## config.mk

```make
export PLATFORM = sky130hd
export DESIGN_NAME = pio_win_decoder
export DESIGN_NICKNAME = d
export VERILOG_FILES = /design/src/rtl/pio_dec_pkg.sv /design/src/rtl/pio_local_dec.sv /design/src/rtl/pio_space_sel.sv /design/src/rtl/pio_win_decoder.sv
export SDC_FILE = /design/constraint.sdc
export NUM_CORES = 1
export LEC_CHECK = 0
export CAP_MARGIN = 20
export CORE_MARGIN = 2
export CORE_UTILIZATION = 43
export CTS_CLUSTER_SIZE = 28
export DETAILED_ROUTE_END_ITERATION = 12
export HOLD_SLACK_MARGIN = 0.15
export PLACE_DENSITY_LB_ADDON = 0.2
export SYNTH_ARGS = -nofsm -noshare
export SYNTH_HDL_FRONTEND = slang
export SYNTH_HIERARCHICAL = 1
export SYNTH_SLANG_ARGS = --single-unit
```

## constraint.sdc

```tcl
create_clock -name clk -period 0.8 [get_ports clk]
set_input_delay 0.24 -clock clk [delete_from_list [all_inputs] [get_ports clk]]
set_output_delay 0.24 -clock clk [all_outputs]
set_load 0.02 [all_outputs]
```

## src/rtl/pio_dec_pkg.sv

```systemverilog
package pio_dec_pkg;
    localparam int ADDR_W = 33;
    localparam int LOC_W  = 24;
    localparam int OFF_W  = 32;
    localparam int IDX_W  = 3;
    localparam int NTGT   = 11;

    typedef enum logic [3:0] {
        T_REGS  = 4'd0,
        T_IRAM  = 4'd1,
        T_CFG0  = 4'd2,
        T_CFG1  = 4'd3,
        T_IACK  = 4'd4,
        T_ERAM  = 4'd5,
        T_DEVIO = 4'd6,
        T_FLASH = 4'd7,
        T_MEM32 = 4'd8,
        T_MEM64 = 4'd9,
        T_BUSIO = 4'd10,
        T_NONE  = 4'd15
    } tgt_e;

    typedef struct packed {
        tgt_e             tgt;
        logic [IDX_W-1:0] dev;
        logic [IDX_W-1:0] slot;
        logic [IDX_W-1:0] func;
        logic [OFF_W-1:0] off;
    } dec_res_t;
endpackage

```

## src/rtl/pio_local_dec.sv

```systemverilog
module pio_local_dec
    import pio_dec_pkg::*;
(
    input  logic [LOC_W-1:0] a,
    output dec_res_t         r
);
    logic [3:0] region;
    logic [3:0] sub;
    logic [3:0] dev_rel;

    assign region  = a[23:20];
    assign sub     = a[19:16];
    assign dev_rel = region - 4'd2;

    always_comb begin
        r     = '0;
        r.tgt = T_NONE;
        unique case (region)
            4'h0: begin
                if (sub == 4'h0) begin
                    r.tgt = T_REGS;
                    r.off = OFF_W'(a[15:0]);
                end else if (sub == 4'h1) begin
                    if (a[15:10] == 6'd0) begin
                        r.tgt = T_IRAM;
                        r.off = OFF_W'(a[9:0]);
                    end
                end else if (sub == 4'h2) begin
                    if (!a[15]) begin
                        if (!a[11]) begin
                            r.tgt  = T_CFG0;
                            r.slot = a[14:12];
                            r.func = a[10:8];
                            r.off  = OFF_W'(a[7:0]);
                        end
                    end else if (a[14:12] == 3'd0) begin
                        r.tgt = T_CFG1;
                        r.off = OFF_W'(a[11:0]);
                    end
                end else if (sub == 4'h3) begin
                    if (a[15:3] == 13'd0) begin
                        r.tgt = T_IACK;
                        r.off = OFF_W'(a[2:0]);
                    end
                end else if (sub[3]) begin
                    r.tgt = T_ERAM;
                    r.off = OFF_W'(a[18:0]);
                end
            end
            4'h1: ;
            4'h2, 4'h3, 4'h4, 4'h5: begin
                r.tgt = T_DEVIO;
                r.dev = IDX_W'(dev_rel >> 1);
                r.off = OFF_W'({region[0], a[19:0]});
            end
            4'h6, 4'h7, 4'h8, 4'h9, 4'hA, 4'hB: begin
                r.tgt = T_DEVIO;
                r.dev = IDX_W'(region - 4'd4);
                r.off = OFF_W'(a[19:0]);
            end
            default: begin
                r.tgt = T_FLASH;
                r.off = OFF_W'(a[21:0]);
            end
        endcase
    end
endmodule

```

## src/rtl/pio_space_sel.sv

```systemverilog
module pio_space_sel
    import pio_dec_pkg::*;
(
    input  logic [ADDR_W-1:0] a,
    input  dec_res_t          loc,
    output dec_res_t          r
);
    always_comb begin
        r     = '0;
        r.tgt = T_NONE;
        if (a[32]) begin
            r.tgt = T_BUSIO;
            r.off = a[31:0];
        end else begin
            unique case (a[31:30])
                2'b00: begin
                    if (a[29:24] == 6'd0) r = loc;
                end
                2'b01: begin
                    r.tgt = T_MEM32;
                    r.off = OFF_W'(a[29:0]);
                end
                2'b10: begin
                    r.tgt = T_MEM64;
                    r.off = OFF_W'(a[29:0]);
                end
                default: ;
            endcase
        end
    end
endmodule

```

## src/rtl/pio_win_decoder.sv

```systemverilog
module pio_win_decoder
    import pio_dec_pkg::*;
(
    input  logic              clk,
    input  logic              rst_n,
    input  logic              req_valid,
    input  logic [ADDR_W-1:0] req_addr,
    output logic              out_valid,
    output logic [NTGT-1:0]   tgt_onehot,
    output logic              addr_bad,
    output logic [IDX_W-1:0]  dev_idx,
    output logic [IDX_W-1:0]  slot_idx,
    output logic [IDX_W-1:0]  func_idx,
    output logic [OFF_W-1:0]  win_off
);
    dec_res_t        loc_res;
    dec_res_t        fin_res;
    logic [NTGT-1:0] sel_d;
    logic            miss_d;

    pio_local_dec u_loc (
        .a (req_addr[LOC_W-1:0]),
        .r (loc_res)
    );

    pio_space_sel u_sel (
        .a   (req_addr),
        .loc (loc_res),
        .r   (fin_res)
    );

    for (genvar i = 0; i < NTGT; i++) begin : g_sel
        assign sel_d[i] = (fin_res.tgt == tgt_e'(i));
    end

    assign miss_d = (fin_res.tgt == T_NONE);

    always_ff @(posedge clk or negedge rst_n) begin
        if (!rst_n) begin
            out_valid  <= 1'b0;
            tgt_onehot <= '0;
            addr_bad   <= 1'b0;
            dev_idx    <= '0;
            slot_idx   <= '0;
            func_idx   <= '0;
            win_off    <= '0;
        end else begin
            out_valid  <= req_valid;
            tgt_onehot <= req_valid ? sel_d : '0;
            addr_bad   <= req_valid && miss_d;
            dev_idx    <= req_valid ? fin_res.dev  : '0;
            slot_idx   <= req_valid ? fin_res.slot : '0;
            func_idx   <= req_valid ? fin_res.func : '0;
            win_off    <= req_valid ? fin_res.off  : '0;
        end
    end
endmodule

```

Word-level counts from Yosys, hierarchy flattened
Cells that the tools add are included.
Widths: inputs -> output; s select.
- flip-flop bits (word level): 54
- bits in latches: 0
- memory bits (writable): 0
- memory bits (read-only): 0
- bits of input ports: 36
- output and inout bits: 54
- word-level logic and storage cells: 89
- memories kept: 0
- $add $sub $neg: 2
- multiply operators: 0
- divide/modulo/power cells: 0
- order comparisons: 0
- eq/ne operators: 27
- shifts and indexed selects: 0
- multiplexer cells: 40
- bitwise gates (word level): 0
- reduce and logical (&&, ||, !) cells: 13
- operator list (cell ; number):
    $mux 32 ; 7
    $pmux 32 s4 ; 1
    $pmux 32 s2 ; 1
    $mux 45 ; 1
    $mux 4 ; 11
    $mux 38 ; 1
    $eq 4x3->1 const B ; 8
    $eq 4x4->1 const B ; 8
    $mux 6 ; 5
    $eq 4x2->1 const B ; 6
    $pmux 4 s3 ; 2
    $mux 19 ; 1
    $mux 9 ; 2
    $logic_not 13->1 ; 1
    $eq 4x1->1 const B ; 3
    $logic_not 4->1 ; 3
    $logic_not 6->1 ; 2
    $mux 12 ; 1
    $mux 3 ; 4
    $mux 11 ; 1
    $mux 10 ; 1
    $reduce_or 10->1 ; 1
    $pmux 3 s2 ; 1
    $reduce_or 6->1 ; 1
    9 further kinds ; 9

Depth between registers and ports, before layout
Gate-level depths: netlist (run 1).
- word-level depth: 12
- mapped depth: 9
- mapped depth without buffers: 9

Cells and area by module
Netlist (run 1), hierarchy kept.
- by module, submodules not included (module ; instances ; cells each ; area an instance (sq um) ; sequential area each (sq um)):
    pio_win_decoder ; 1 ; 119 ; 1740.4 ; 1351.3
    pio_local_dec ; 1 ; 116 ; 743.2 ; 0.0
    pio_space_sel ; 1 ; 78 ; 635.6 ; 0.0

Worst setup path after synthesis (run 1)
No wires, ideal clock.
- path kind: in2reg
- start: input req_addr[17]
- end: register tgt_onehot[3]
- setup time: 0.086 ns
- arrival time: 2.060 ns
- data required time: 0.714 ns
- setup slack: -1.346 ns
- stages on the path: 8
- path buffers: 1
- cells stage by stage: clkbuf_1 -> nor4b_2 -> or2b_1 -> o221a_2 -> o41ai_1 -> nand2_1 -> nand2b_1 -> nor3_1
- RTL lines (item ; RTL line ; source):
    from (decl) ; pio_win_decoder.sv:7 ; input logic [ADDR_W-1:0] req_addr,
    to (signal assigned) ; pio_win_decoder.sv:49 ; tgt_onehot <= req_valid ? sel_d : '0;
    to (decl) ; pio_win_decoder.sv:9 ; output logic [NTGT-1:0] tgt_onehot,

==> flow_summary.json, run 1 <==
{
  "yosysTopAreaCell": "dfrtp_1",
  "synth-compound-area-share_pct": 18.4,
  "drv_cap": 0,
  "cpPeakStageDelay_ns": 0.34,
  "cts_made_buffers": 5,
  "worst_slack_ns": -1.32,
  "crit_chain": "buf_8 > nor3_4 > nand4b_1 > nor4_4 > o21ai_1 > or3_1 > o211ai_1 > a21oi_2 > buf_6 > nand3b_1 > nor3_2",
  "critPathMaxFanout": 4,
  "syn_avg_cell_area_sq_um": 9.97,
  "outcome": "finished, violations left",
  "ys_warn_count": 6,
  "rsz0062_at_grt": "yes",
  "multiInputGateArea_sq_um": 2170,
  "muxShareOfSynthArea_pct": 0,
  "critPathCaptureType": "register",
  "routed_wl_um": 10800,
  "async_reset_ff_share_pct": 100,
  "setup_violations": 105,
  "syn-cell-area_sq_um": 3120,
  "fmax_mhz": 471,
  "power_density_nw_per_um2": 1160,
  "synth-seq-area-share_pct": 43.3,
  "yosys.area_share.simple_pct": 29.9,
  "busiest_layer": "met2",
  "synth_xor_area_share_pct": 0,
  "vias": 3246,
  "post-place-ws_ns": -1.95,
  "wl_per_cell_um": 17.6,
  "synth_edf_count": 0,
  "ant_nets": 0,
  "hp-class": "input port to register",
  "synth_ff_type": "dfrtp_1",
  "dp_hpwl_um": 6290,
  "utilization_pct": 81.8,
  "cp.required_ns": 1.03,
  "finalCritPeriodShare_pct": 266,
  "dr.pass1.iters": 4,
  "antenna_found_initial": 0,
  "grt_max_degree": 36,
  "clock_sinks": 54,
  "slew_violations": 0,
  "yosysUniqueCellTypes": 52,
  "ys_ff_latch": 54,
  "violations": "negative setup slack",
  "grt_overflow": 0,
  "criticalPathCategory": "input port to register",
  "routabilityCongestion": 0.839,
  "worstPathArrival_ns": 2.35,
  "grt_pass1_vias": 3187,
  "fp-row-count": 31,
  "drive_gt1_share_pct": 61.8,
  "hold_viol": 0,
  "clockRootBuffer": "clkbuf_8",
  "regArea_sq_um": 1350,
  "numPortBuffers": 89,
  "htreeDepth": 2,
  "diodes": 0,
  "synth_top_family_by_area": "simple AND/OR/NAND/NOR gates",
  "cts_tree": "yes",
  "synthCells": 313,
  "setup_tns_ns": -56.54,
  "synth_area_leaders": "dfrtp_1 43%, and2_1 14%, a22o_2 6.4%, buf_4 2.6%, a22o_1 2.2%",
  "crit_path_top_delay_cell": "or3_1",
  "die_x_um": 89.2,
  "leakage_nw": 2.76,
  "initial_core_util_pct": 43.7,
  "n_fill_cell": 414,
  "drt-initial-drc-count": 192,
  "grt_util_met3_pct": 3.14,
  "crit_path_start_kind": "input port",
  "clkSlewWorstSetupHoldPaths_ns": 0.10,
  "area_growth_pct": 87.2,
  "ys_top_cells_by_count": "69 x and2_1, 54 x dfrtp_1, 20 x a22o_2, 18 x nor2_1",
  "die_h_um": 89.2,
  "final_nets": 552,
  "grt_pass1_wl_um": 15200,
  "vdd_drop_max_mv": 0.950,
  "grt_usage_pct": 24.7,
  "viasPerCell": 5.30,
  "drcViolationCount": 0,
  "pin_count": 90,
  "period_needed_ns": 2.12,
  "finalPower_w": 0.00676,
  "clockBufferDepth": 2,
  "use_met2_pct": 45.1,
  "die_area_sq_um": 7950,
  "synth_most_common_cell": "and2_1",
  "timing.hold.ws_ns": 0.282,
  "core-area_sq_um": 7140,
  "synth_fa_ha_area_share_pct": 1.60,
  "grtUsageMet1_pct": 30.4,
  "synth_top_area_share_pct": 43.3
}
==> critical path: cells and delay by family <==
family / cells / cell delay (ns)
and+or+nand+nor: 6 / 1.36
AOI/OAI and AO/OA: 3 / 0.51
buffers and inverters: 2 / 0.24
==> power breakdown <==
group          internal [W]  switching [W]  total, W
combinational       0.00123        0.00103   0.00226
sequential          0.00283      0.0000518   0.00288
clock              0.000629       0.000986   0.00161
total               0.00469        0.00206   0.00676
==> stage by stage <==
stage          area, sq um  std cells
2_1_floorplan         3340        322
3_3_place_gp          4740        561
3_5_place_dp          4740        561
4_1_cts               5470        597
5_1_grt               5840        612
6_report              5840        612
==> cells in the final DEF, fill, tap and decap left out, drive strengths merged, types with 3 or more instances in the layout <==
master	count
nor4	8
or3b	3
buf	195
o211ai	4
inv	12
nand2	11
clkbuf	6
and2	69
a22o	28
ha	4
o211a	4
conb	10
nor4b	3
clkdlybuf4s15	3
o21ai	7
a32o	3
nand2b	5
o22ai	3
nand3	4
nor2	18
nor3	11
nor2b	5
a21oi	8
clkdlybuf4s50	4
dfrtp	54
==> worst paths after layout <==
kind / slack, ns / cells past startpoint / end / from
max in group asynchronous: 0.17 / 3 / tgt_onehot[7]$_DFF_PN0_ / rst_n
min in group asynchronous: 0.44 / 3 / win_off[24]$_DFF_PN0_ / rst_n
hold / removal: 0.28 / 3 / win_off[7]$_DFF_PN0_ / req_addr[7]
setup / recovery: -1.32 / 11 / tgt_onehot[4]$_DFF_PN0_ / req_addr[13]
==> state kept, by name, summed over array words and instances, names as in the netlist <==
| signal | count |
|---|---|
| dev_idx | 3 |
| tgt_onehot | 11 |
| win_off | 32 |
| func_idx | 3 |
| addr_bad | 1 |
| slot_idx | 3 |
| out_valid | 1 |
==> routing by layer <==
| layer | vias up | share of wire, % | wire, um |
|---|---|---|---|
| li1 | 1502 | - | - |
| met1 | 1610 | 40 | 4280 |
| met2 | 109 | 54 | 5770 |
| met3 | 25 | 4.1 | 442 |
| met4 | 0 | 2.4 | 261 |
| met5 | - | 0 | 0 |
==> repair_timing <==
action	CTS	global route
hold endpoints to repair	54	0
resized for setup	526	68
setup endpoints to repair	108	106
setup buffers	26	15
hold buffers	1	0
pin swaps	47	50
gates cloned	3	1
==> final cells by class <==
class	instances	share of cell area (%)
Multi-Input combinational cell	233	37.2
Timing Repair Buffer	207	34.7
Sequential cell	54	23.1
Tap cell	99	2.12
Inverter	11	1.26
Clock buffer	5	1.18
Clock inverter	3	0.407
==> cell families after synthesis <==
| family | after synthesis |
|---|---|
| AOI/OAI and AO/OA | 70 |
| DFF | 54 |
| and+or+nand+nor | 148 |
| adders and majority gates | 4 |
| buffers and inverters | 36 |
| other | 1 |
Power figures use the tool's default switching activity.
==> run 2: changes to the inputs <==
- CORE_UTILIZATION: 43 -> 25
==> flow_summary.json, run 2 (same netlist as run 1, synthesis figures left out) <==
{
  "area_growth_pct": 87.4,
  "finalCritPeriodShare_pct": 258,
  "slew_violations": 0,
  "period_needed_ns": 2.06,
  "outcome": "finished, violations left",
  "grt_usage_pct": 15.8,
  "vias": 3033,
  "finalPower_w": 0.00724,
  "fp-row-count": 40,
  "critPathMaxFanout": 3,
  "clkSlewWorstSetupHoldPaths_ns": 0.06,
  "initial_core_util_pct": 25.8,
  "die_x_um": 116,
  "power.share.switching_pct": 27.2,
  "leakage_nw": 2.73,
  "hold_viol": 0,
  "antenna_found_initial": 0,
  "regArea_sq_um": 1350,
  "cts_tree": "yes",
  "clockPowerShare_pct": 30.0,
  "clock_sinks": 54,
  "top_regs": "win_off: 32 flops, tgt_onehot: 11 flops",
  "min_from": "req_addr[7]",
  "drcViolationCount": 0,
  "setup_violations": 106,
  "final_cell_mix": "80 x buf_4, 79 x buf_6, 54 x dfrtp_1",
  "n_fill_cell": 1121,
  "core-area_sq_um": 12100,
  "crit_path_start_kind": "input port",
  "viasPerCell": 4.51,
  "drive_gt1_share_pct": 58.9,
  "worstPathArrival_ns": 2.24,
  "die_h_um": 116,
  "hp-class": "input port to register",
  "rsz0062_at_grt": "yes",
  "wl_per_cell_um": 15.5,
  "pin_count": 90,
  "seqPwrFrac_pct": 39.9,
  "grt_max_degree": 30,
  "violations": "negative setup slack",
  "drv_cap": 0,
  "dp_hpwl_um": 6810,
  "clockRootBuffer": "clkbuf_16",
  "diodes": 0,
  "multiInputGateArea_sq_um": 2150,
  "combPwrFrac_pct": 30.1,
  "grt_pass1_vias": 3215,
  "power_density_nw_per_um2": 1240,
  "critPathCaptureType": "register",
  "vdd_drop_max_mv": 0.693,
  "grt_overflow": 0,
  "dr.pass1.iters": 4,
  "grt_pass1_wl_um": 16500,
  "final_common_cell": "buf_4",
  "largest_reg_flops": 32,
  "timing.hold.ws_ns": 0.349,
  "criticalPathCategory": "input port to register",
  "die_area_sq_um": 13400,
  "htreeDepth": 2,
  "clockBufferDepth": 2,
  "utilization_pct": 48.3,
  "cts_made_buffers": 5,
  "drt-initial-drc-count": 141,
  "routed_wl_um": 10400,
  "ant_nets": 0,
  "routabilityCongestion": 0.831,
  "p_int_w": 0.00527,
  "largest_register": "win_off",
  "final_nets": 543,
  "numPortBuffers": 89,
  "worstSetupStartpoint": "req_addr[6]",
  "worst_slack_ns": -1.26,
  "p_sw_w": 0.00197,
  "fmax_mhz": 485,
  "cp.required_ns": 0.97
}
-- run 2: cell types whose count changed in the layout (fill, tap and decap cells not counted), sizes merged --
cell           before  now
buf               195  183
clkbuf              6   12
clkdlybuf4s15       3    2
clkdlybuf4s50       4    3
clkinv              0    1
clkinvlp            2    0
dlygate4sd2         2    3
inv                12   11
-- run 2: routing by layer --
layer	vias up	global-route usage, %	wire length [um]	share of wire [%]
met4	0	5.48	170	1.6
met5	-	0	0	0
met3	10	2.30	483	4.6
li1	1476	-	-	-
met2	88	27.8	5330	51
met1	1459	19.9	4410	42
-- run 2: path summary, 6_finish.rpt --
path	to	slack (ns)	cells after the start
max in group asynchronous	win_off[31]$_DFF_PN0_	0.06	3
min	win_off[7]$_DFF_PN0_	0.35	3
max	tgt_onehot[9]$_DFF_PN0_	-1.26	11
min in group asynchronous	win_off[21]$_DFF_PN0_	0.53	3
-- run 2: worst max-delay path, cell delays in order --
cell	delay, ns
buf_8	0.10
nor4_4	0.28
nand2_2	0.14
buf_4	0.16
buf_6	0.10
a31o_4	0.22
o221a_4	0.26
o41ai_4	0.31
nand2_2	0.12
or3b_4	0.26
nor2_1	0.04
-- run 2: power groups by stage --
stage                     combinational, W  sequential (W)  clock, W
final                              0.00218         0.00288   0.00217
after global routing               0.00234         0.00289   0.00238
after CTS                          0.00204         0.00289   0.00228
after detailed placement           0.00167         0.00291         0
after global placement             0.00165         0.00292         0
after floorplan                   0.000685         0.00305         0
-- run 2: metrics by stage --
stage / std cells / area, sq um / setup slack [ns] / TNS (ns)
2_1_floorplan: 322 / 3340 / -1.24 / -42.74
3_3_place_gp: 629 / 4810 / -1.97 / -101.23
3_5_place_dp: 629 / 4810 / -1.98 / -101.61
4_1_cts: 670 / 5700 / -1.30 / -59.16
5_1_grt: 672 / 5840 / -1.35 / -59.78
6_report: 672 / 5840 / -1.26 / -55.99
-- run 2: timing repair --
action | 4_1_cts | 5_1_grt
cloned | 5 | 0
setup endpoints to repair | 108 | 131
buffers inserted | 28 | 9
pin swaps | 62 | 36
hold buffers | 1 | 0
gates resized for setup | 517 | 53
endpoints found under the hold margin | 54 | 0
-- run 2: layout make-up --
cell class / count / area share, %
clock buffer: 7 / 2.44
clock inverter: 1 / 0.0856
inverter: 11 / 1.26
multi-input combinational: 233 / 36.7
sequential: 54 / 23.1
tap: 168 / 3.60
timing repair buffer: 198 / 32.8
